===== config.mk =====
export PLATFORM = sky130hd
export DESIGN_NAME = irpw_capture
export DESIGN_NICKNAME = d
export VERILOG_FILES = /design/src/rtl/irpw_pkg.sv /design/src/rtl/irpw_rst_sync.sv /design/src/rtl/irpw_glitch_filter.sv /design/src/rtl/irpw_timer.sv /design/src/rtl/irpw_fifo.sv /design/src/rtl/irpw_capture.sv
export SDC_FILE = /design/constraint.sdc
export NUM_CORES = 1
export LEC_CHECK = 0
export ABC_CLOCK_PERIOD_IN_PS = 4100
export CORE_MARGIN = 2
export CORE_UTILIZATION = 52
export CTS_CLUSTER_DIAMETER = 150
export CTS_CLUSTER_SIZE = 40
export DETAILED_ROUTE_END_ITERATION = 16
export DONT_BUFFER_PORTS = 1
export MAX_ROUTING_LAYER = met4
export PLACE_DENSITY = 0.67
export SETUP_SLACK_MARGIN = 0.2
export SYNTH_ARGS = -nofsm -noshare
export SYNTH_HDL_FRONTEND = slang
export SYNTH_SLANG_ARGS = --single-unit

===== constraint.sdc =====
create_clock -name clk -period 4.1 [get_ports clk]
set_clock_uncertainty 0.1 [all_clocks]
set_input_delay 0.82 -clock clk [delete_from_list [all_inputs] [get_ports clk]]
set_output_delay 0.82 -clock clk [all_outputs]
set_load 0.05 [all_outputs]

===== src/rtl/irpw_pkg.sv =====
package irpw_pkg;
  localparam int REG_AW = 3;
  localparam logic [REG_AW-1:0] A_CTRL = 3'd0;
  localparam logic [REG_AW-1:0] A_DIV  = 3'd1;
  localparam logic [REG_AW-1:0] A_FILT = 3'd2;
  localparam logic [REG_AW-1:0] A_STAT = 3'd3;
  localparam logic [REG_AW-1:0] A_IEN  = 3'd4;
  localparam logic [REG_AW-1:0] A_FIFO = 3'd5;

  // control field positions
  localparam int C_RXEN   = 0;
  localparam int C_FEN    = 1;
  localparam int C_EDGE   = 2;
  localparam int C_WM     = 4;
  localparam int C_NOMARK = 5;
  localparam int CTRL_W   = 6;

  // status / enable bit positions
  localparam int ST_TO   = 0;
  localparam int ST_OVR  = 1;
  localparam int ST_BUSY = 2;
  localparam int ST_SREQ = 4;

  // FIFO word layout
  localparam int CNT_FW  = 16;
  localparam int LVL_BIT = 16;
  localparam int VLD_BIT = 17;
  localparam int WORD_W  = CNT_FW + 1;
  localparam logic [WORD_W-1:0] MARKER = '1;

  typedef enum logic [1:0] {
    EDGE_OFF  = 2'd0,
    EDGE_FALL = 2'd1,
    EDGE_RISE = 2'd2,
    EDGE_ANY  = 2'd3
  } edge_sel_e;
endpackage


===== src/rtl/irpw_rst_sync.sv =====
module irpw_rst_sync (
  input  logic clk,
  input  logic rst_n,
  output logic rst_n_sync
);
  logic s1_q, s2_q;

  always_ff @(posedge clk or negedge rst_n) begin
    if (!rst_n) begin
      s1_q <= 1'b0;
      s2_q <= 1'b0;
    end else begin
      s1_q <= 1'b1;
      s2_q <= s1_q;
    end
  end

  assign rst_n_sync = s2_q;
endmodule


===== src/rtl/irpw_glitch_filter.sv =====
module irpw_glitch_filter #(
  parameter int FILT_W = 16
) (
  input  logic              clk,
  input  logic              rst_n,
  input  logic              raw_in,
  input  logic [FILT_W-1:0] min_cnt,
  output logic              level
);
  localparam logic [FILT_W:0] ONE = 1;

  logic              s1_q, s2_q, lvl_q, lvl_d;
  logic [FILT_W-1:0] cnt_q, cnt_d;
  logic [FILT_W:0]   cnt_inc;

  assign cnt_inc = {1'b0, cnt_q} + ONE;

  always_comb begin
    lvl_d = lvl_q;
    cnt_d = '0;
    if (s2_q != lvl_q) begin
      if (cnt_inc >= {1'b0, min_cnt}) begin
        lvl_d = s2_q;
      end else begin
        cnt_d = cnt_inc[FILT_W-1:0];
      end
    end
  end

  always_ff @(posedge clk or negedge rst_n) begin
    if (!rst_n) begin
      s1_q  <= 1'b0;
      s2_q  <= 1'b0;
      lvl_q <= 1'b0;
      cnt_q <= '0;
    end else begin
      s1_q  <= raw_in;
      s2_q  <= s1_q;
      lvl_q <= lvl_d;
      cnt_q <= cnt_d;
    end
  end

  assign level = lvl_q;
endmodule


===== src/rtl/irpw_timer.sv =====
module irpw_timer
  import irpw_pkg::*;
#(
  parameter int PW_W  = 18,
  parameter int DIV_W = 16
) (
  input  logic              clk,
  input  logic              rst_n,
  input  logic              enable,
  input  logic [1:0]        edge_sel,
  input  logic              lvl,
  input  logic [DIV_W-1:0]  reload,
  input  logic              no_marker,
  output logic              push,
  output logic [WORD_W-1:0] push_data,
  output logic              timeout,
  output logic              busy
);
  localparam int CW = PW_W - 2;
  localparam logic [PW_W-1:0]  PW_ONE  = 1;
  localparam logic [DIV_W-1:0] DIV_ONE = 1;

  logic             lvl_q, run_q, run_d, to_q, to_d;
  logic [DIV_W-1:0] div_q, div_d;
  logic [PW_W-1:0]  pw_q, pw_d;
  logic [CNT_FW-1:0] cnt_field;
  logic             rise, fall, hit;

  assign rise = lvl & ~lvl_q;
  assign fall = ~lvl & lvl_q;
  assign hit  = (rise && (edge_sel == EDGE_RISE || edge_sel == EDGE_ANY)) ||
                (fall && (edge_sel == EDGE_FALL || edge_sel == EDGE_ANY));

  always_comb begin
    cnt_field = '0;
    cnt_field[CW-1:0] = pw_q[PW_W-1:2];
    run_d     = run_q;
    to_d      = to_q;
    div_d     = div_q;
    pw_d      = pw_q;
    push      = 1'b0;
    push_data = '0;
    if (!enable) begin
      run_d = 1'b0;
      to_d  = 1'b0;
      div_d = reload;
      pw_d  = '0;
    end else if (hit) begin
      if (run_q) begin
        push      = 1'b1;
        push_data = {lvl_q, cnt_field};
      end
      run_d = 1'b1;
      pw_d  = '0;
      div_d = reload;
    end else if (run_q) begin
      if (div_q == '0) begin
        div_d = reload;
        if (pw_q == '1) begin
          to_d  = 1'b1;
          run_d = 1'b0;
          pw_d  = '0;
          if (!no_marker) begin
            push      = 1'b1;
            push_data = MARKER;
          end
        end else begin
          pw_d = pw_q + PW_ONE;
        end
      end else begin
        div_d = div_q - DIV_ONE;
      end
    end
  end

  always_ff @(posedge clk or negedge rst_n) begin
    if (!rst_n) begin
      lvl_q <= 1'b0;
      run_q <= 1'b0;
      to_q  <= 1'b0;
      div_q <= '0;
      pw_q  <= '0;
    end else begin
      lvl_q <= lvl;
      run_q <= run_d;
      to_q  <= to_d;
      div_q <= div_d;
      pw_q  <= pw_d;
    end
  end

  assign timeout = to_q;
  assign busy    = run_q;
endmodule


===== src/rtl/irpw_fifo.sv =====
module irpw_fifo #(
  parameter int W      = 17,
  parameter int DEPTH  = 8,
  parameter int FILL_W = $clog2(DEPTH + 1)
) (
  input  logic              clk,
  input  logic              rst_n,
  input  logic              flush,
  input  logic              push,
  input  logic [W-1:0]      wdata,
  input  logic              pop,
  output logic [W-1:0]      rdata,
  output logic [FILL_W-1:0] fill,
  output logic              empty,
  output logic              drop
);
  localparam int AW = (DEPTH > 1) ? $clog2(DEPTH) : 1;
  localparam logic [AW-1:0]     LAST = AW'(DEPTH - 1);
  localparam logic [FILL_W-1:0] FULL = FILL_W'(DEPTH);
  localparam logic [FILL_W-1:0] F1   = 1;
  localparam logic [AW-1:0]     A1   = 1;

  logic [W-1:0]      mem [DEPTH];
  logic [AW-1:0]     wp_q, wp_d, rp_q, rp_d;
  logic [FILL_W-1:0] fill_q, fill_d;
  logic              full, do_push, do_pop;

  assign full    = (fill_q == FULL);
  assign empty   = (fill_q == '0);
  assign do_pop  = pop && !empty;
  assign do_push = push && (!full || do_pop);
  assign drop    = push && full && !do_pop;

  always_comb begin
    wp_d   = wp_q;
    rp_d   = rp_q;
    fill_d = fill_q;
    if (flush) begin
      wp_d   = '0;
      rp_d   = '0;
      fill_d = '0;
    end else begin
      if (do_push) wp_d = (wp_q == LAST) ? '0 : wp_q + A1;
      if (do_pop)  rp_d = (rp_q == LAST) ? '0 : rp_q + A1;
      if (do_push && !do_pop)      fill_d = fill_q + F1;
      else if (do_pop && !do_push) fill_d = fill_q - F1;
    end
  end

  always_ff @(posedge clk or negedge rst_n) begin
    if (!rst_n) begin
      wp_q   <= '0;
      rp_q   <= '0;
      fill_q <= '0;
    end else begin
      wp_q   <= wp_d;
      rp_q   <= rp_d;
      fill_q <= fill_d;
    end
  end

  always_ff @(posedge clk) begin
    if (do_push && !flush) mem[wp_q] <= wdata;
  end

  assign rdata = mem[rp_q];
  assign fill  = fill_q;
endmodule


===== src/rtl/irpw_capture.sv =====
module irpw_capture
  import irpw_pkg::*;
#(
  parameter int PW_W   = 18,
  parameter int DEPTH  = 8,
  parameter int DIV_W  = 16,
  parameter int FILT_W = 16
) (
  input  logic              clk,
  input  logic              rst_n,
  input  logic              ir_in,
  input  logic              bus_wr,
  input  logic              bus_rd,
  input  logic [REG_AW-1:0] bus_addr,
  input  logic [31:0]       bus_wdata,
  output logic [31:0]       bus_rdata,
  output logic              irq
);
  localparam int FILL_W = $clog2(DEPTH + 1);
  localparam logic [FILL_W-1:0] HALF = FILL_W'(DEPTH / 2);

  logic              rst_n_i;
  logic [CTRL_W-1:0] ctrl_q, ctrl_d;
  logic [DIV_W-1:0]  div_q, div_d;
  logic [FILT_W-1:0] filt_q, filt_d;
  logic [2:0]        ien_q, ien_d;
  logic              ovr_q, ovr_d;
  logic              rx_en, fifo_en, flt_lvl;
  logic              tm_push, tm_timeout, tm_busy;
  logic [WORD_W-1:0] tm_data, fifo_rdata;
  logic [FILL_W-1:0] fifo_fill;
  logic              fifo_empty, fifo_drop, fifo_pop, sreq;
  logic              unused_wdata;

  assign unused_wdata = &{1'b0, bus_wdata};
  assign rx_en   = ctrl_q[C_RXEN];
  assign fifo_en = ctrl_q[C_FEN];

  irpw_rst_sync u_rst (.clk(clk), .rst_n(rst_n), .rst_n_sync(rst_n_i));

  irpw_glitch_filter #(.FILT_W(FILT_W)) u_filt (
    .clk(clk), .rst_n(rst_n_i), .raw_in(ir_in), .min_cnt(filt_q), .level(flt_lvl)
  );

  irpw_timer #(.PW_W(PW_W), .DIV_W(DIV_W)) u_tmr (
    .clk(clk), .rst_n(rst_n_i), .enable(rx_en),
    .edge_sel(ctrl_q[C_EDGE+1:C_EDGE]), .lvl(flt_lvl), .reload(div_q),
    .no_marker(ctrl_q[C_NOMARK]), .push(tm_push), .push_data(tm_data),
    .timeout(tm_timeout), .busy(tm_busy)
  );

  assign fifo_pop = bus_rd && (bus_addr == A_FIFO) && !fifo_empty;

  irpw_fifo #(.W(WORD_W), .DEPTH(DEPTH), .FILL_W(FILL_W)) u_fifo (
    .clk(clk), .rst_n(rst_n_i), .flush(!fifo_en), .push(tm_push && fifo_en),
    .wdata(tm_data), .pop(fifo_pop), .rdata(fifo_rdata), .fill(fifo_fill),
    .empty(fifo_empty), .drop(fifo_drop)
  );

  assign sreq = ctrl_q[C_WM] ? !fifo_empty : (fifo_fill >= HALF);

  always_comb begin
    ctrl_d = ctrl_q;
    div_d  = div_q;
    filt_d = filt_q;
    ien_d  = ien_q;
    if (bus_wr) begin
      case (bus_addr)
        A_CTRL: ctrl_d = bus_wdata[CTRL_W-1:0];
        A_DIV:  div_d  = bus_wdata[DIV_W-1:0];
        A_FILT: filt_d = bus_wdata[FILT_W-1:0];
        A_IEN:  ien_d  = {bus_wdata[ST_SREQ], bus_wdata[ST_OVR], bus_wdata[ST_TO]};
        default: ;
      endcase
    end
    ovr_d = fifo_en ? (ovr_q | fifo_drop) : 1'b0;
  end

  always_ff @(posedge clk or negedge rst_n_i) begin
    if (!rst_n_i) begin
      ctrl_q <= '0;
      div_q  <= '0;
      filt_q <= '0;
      ien_q  <= '0;
      ovr_q  <= 1'b0;
    end else begin
      ctrl_q <= ctrl_d;
      div_q  <= div_d;
      filt_q <= filt_d;
      ien_q  <= ien_d;
      ovr_q  <= ovr_d;
    end
  end

  always_comb begin
    bus_rdata = '0;
    case (bus_addr)
      A_CTRL: bus_rdata = 32'(ctrl_q);
      A_DIV:  bus_rdata = 32'(div_q);
      A_FILT: bus_rdata = 32'(filt_q);
      A_STAT: begin
        bus_rdata[ST_TO]   = tm_timeout;
        bus_rdata[ST_OVR]  = ovr_q;
        bus_rdata[ST_BUSY] = tm_busy;
        bus_rdata[ST_SREQ] = sreq;
      end
      A_IEN: begin
        bus_rdata[ST_TO]   = ien_q[0];
        bus_rdata[ST_OVR]  = ien_q[1];
        bus_rdata[ST_SREQ] = ien_q[2];
      end
      A_FIFO: if (!fifo_empty) begin
        bus_rdata[WORD_W-1:0] = fifo_rdata;
        bus_rdata[VLD_BIT]    = 1'b1;
      end
      default: ;
    endcase
  end

  assign irq = (tm_timeout & ien_q[0]) | (ovr_q & ien_q[1]) | (sreq & ien_q[2]);
endmodule


==> results.toml <==
[clock_network]
clock_path_buffers = 3
ctsResizeCount = 0
cts_tree = "done"
clk_pin_slew_ps = 150
clkLatencyLatePin_ps = 500
hold_buffers = 1
cts_root_buffer = "clkbuf_16"
postCtsSetupRepairBufs = 0
clkSinkCount = 246
htreeDepth = 1
numCtsBuffers = 10

[final_layout]
fin_cells = 1203
finalInstanceArea_mm2 = 0.0124
multi_input_area_mm2 = 0.00445
area.sequential_mm2 = 0.00684
fillers = 1793
layout_common_cells = "edfxtp_1, dfrtp_1, nand2_1"
fin_nets = 985
layout_commonest_cell = "edfxtp_1"
antenna_cells = 0
layout-drive-gt1-share_pct = 16.5
area_growth_syn_to_layout_pct = 7.39

[power]
finalPower_mw = 4.86
cellPowerDensity_mw_per_mm2 = 390
power_leakage_nw = 4.32
irDropWorstVdd_v = 0.000435

[setup_path]
crit_type = "reg -> out"
worstPathRequired_ps = 3180
r2r_start = "u_tmr.div_q[0]"
reg2reg_to = "u_fifo.fill[3]"
reg2regPathDepth = 15
crit_path_max_fanout = 27
crit_path_start_kind = "flip-flop"
critPathCapture = "bus_rdata[4]"
cp.arrival_ps = 2790
end_kind = "primary output"
startpoint = "u_fifo.rp_q[0]"
r2r_slack_ps = 590

[flow_run]
cap_viol_max_count = 0

[yosys]
synth_compound_area_share_pct = 8.58
synthCells = 901
yosysWarningCount = 0
synth_top_area_share_pct = 35.2
syn_area_mm2 = 0.0116
yosysTopAreaCell = "edfxtp_1"
synth_ff_type = "edfxtp_1"
muxShareOfSynthArea_pct = 11.2
async_reset_ff_share_pct = 44.7
synth_area_leaders = "edfxtp_1, dfrtp_1, mux4_2, ha_1, nand2_1"
synth_edf_count = 136
synth-xor-area-share_pct = 2.49
ys_types = 74
synthSimpleGateAreaFrac_pct = 12.4
ys_seq_area_share_pct = 59.0
synth.ff_latch_count = 246
syn-mean-instance-area_um2 = 12.9
synth_top_family_by_area = "simple AND/OR/NAND/NOR gates"
synthAdderAreaFrac_pct = 2.87

[global_routing]
grt_use_total_pct = 22.3
grt_overflow_total = 0
antenna_found_initial = 0
grt_pass1_wl_um = 39800
grt_pass1_vias = 7044
grt_max_degree = 75

[die]
die-area_mm2 = 0.0235
die_x_um = 153
start_util_pct = 53.1
die_h_um = 153
ios = 73
rows = 54
core-area_mm2 = 0.0218

[drt]
via_per_inst = 5.97
wire_per_inst_um = 20.8
vias = 7184
drt_iter0_markers = 490
final_antenna_net_count = 0
wl_um = 25000
dr.pass1.iters = 5
route.detailed.drc = 0

[sta]
slew_viol_final = 0
rsz0062_at_grt = "false"
fin_crit_sh_pct = 90.5
finalSetupViolCount = 0
fin_crit_ps = 3710
fmax_mhz = 269
tightest_slew_ps = 1190
hold_viol = 0
slew_headroom_pct = 20.2
tns_ps = 0

[placed_design]
hpwl_um = 17400
gp_congestion = 0.875
place_area_mm2 = 0.0121
port_buffers = 0
dpl.cell_count = 1186

[min_path]
hold_path.class = "in -> reg"

[status]
outcome = "complete, no violations"
## flip-flops by register name (all words and copies together), names as in the netlist, 3 cells and up
name	cells
ien_q	3
u_tmr.pw_q	18
u_tmr.div_q	16
div_q	16
u_fifo.rp_q	3
u_fifo.mem	136
filt_q	16
u_fifo.fill	4
u_fifo.wp_q	3
u_filt.cnt_q	16
ctrl_q	6
## cell usage after synthesis, types with 5 or more instances
master,instances
nand3b_1,6
edfxtp_1,136
nor2_1,64
nand4_1,5
a21oi_1,47
inv_1,31
o21ai_0,45
ha_1,25
a22oi_1,11
nand3_1,25
xor2_1,11
clkbuf_1,29
mux2i_1,23
dfrtp_1,110
o22ai_1,18
nor4_1,5
nor2b_1,18
nand2_1,74
nor3_1,10
xnor2_1,22
mux2_2,23
nand2b_1,9
buf_2,7
buf_4,14
a21o_1,7
mux4_2,36
and3_1,15
## per-layer routing
metal	GRT usage [%]	share of wire, %	up-vias
li1	-	-	3335
met1	32.8	47	3635
met2	33.5	46	182
met3	2.69	4.7	32
met4	5.25	2.2	0
met5	-	0	-
## kinds of logic after synthesis
kind of cell,count (synthesis)
AO/OA/AOI/OAI,161
AND/OR/NAND/NOR,265
adder cells (fa/ha/maj),26
other,2
multiplexers,82
XOR/XNOR,33
buffers and inverters,86
flip-flops,246
## where the power goes
part	total (mW)	internal [mW]	leakage [nW]	switching, mW
Combinational	0.640	0.247	1.80	0.394
Clock	1.28	0.515	0.152	0.768
Sequential	2.94	2.75	2.37	0.180
## critical path: stages, from the launching register on
cell	delay, ps
dfrtp_2	640
buf_12	290
mux4_2	530
mux2i_1	350
o22a_1	210
o21ai_1	60
buf_4	190
## area by class of cell
type                    count  area share, %
clock inverters             1          0.241
clock buffers              15           2.33
inverters                  32          0.965
well taps                 280           2.81
multi-input cells         582           35.7
repair buffers             47           2.95
flip-flops and latches    246           55.0
## worst min path at each step
stage | start | end | slack (ps) | cells after the start
3_5_place_dp | u_rst.s1_q | u_rst.rst_n_sync | 240 | 0
2_1_floorplan | u_filt.s1_q | u_filt.s2_q | 230 | 0
6_report | ir_in | u_filt.s1_q | 220 | 0
5_1_grt | ir_in | u_filt.s1_q | 200 | 0
3_3_place_gp | u_filt.s1_q | u_filt.s2_q | 230 | 0
4_1_cts | ir_in | u_filt.s1_q | 210 | 0
## metrics by stage
stage | util [%] | hold slack [ps] | setup slack [ps]
2_1_floorplan | - | 231 | 274
3_3_place_gp | 55.5 | 233 | 676
3_5_place_dp | 55.5 | 238 | 642
4_1_cts | 57.0 | 212 | 382
5_1_grt | 57.0 | 201 | 240
6_report | 57.0 | 222 | 389
Power figures use the tool's default switching activity.
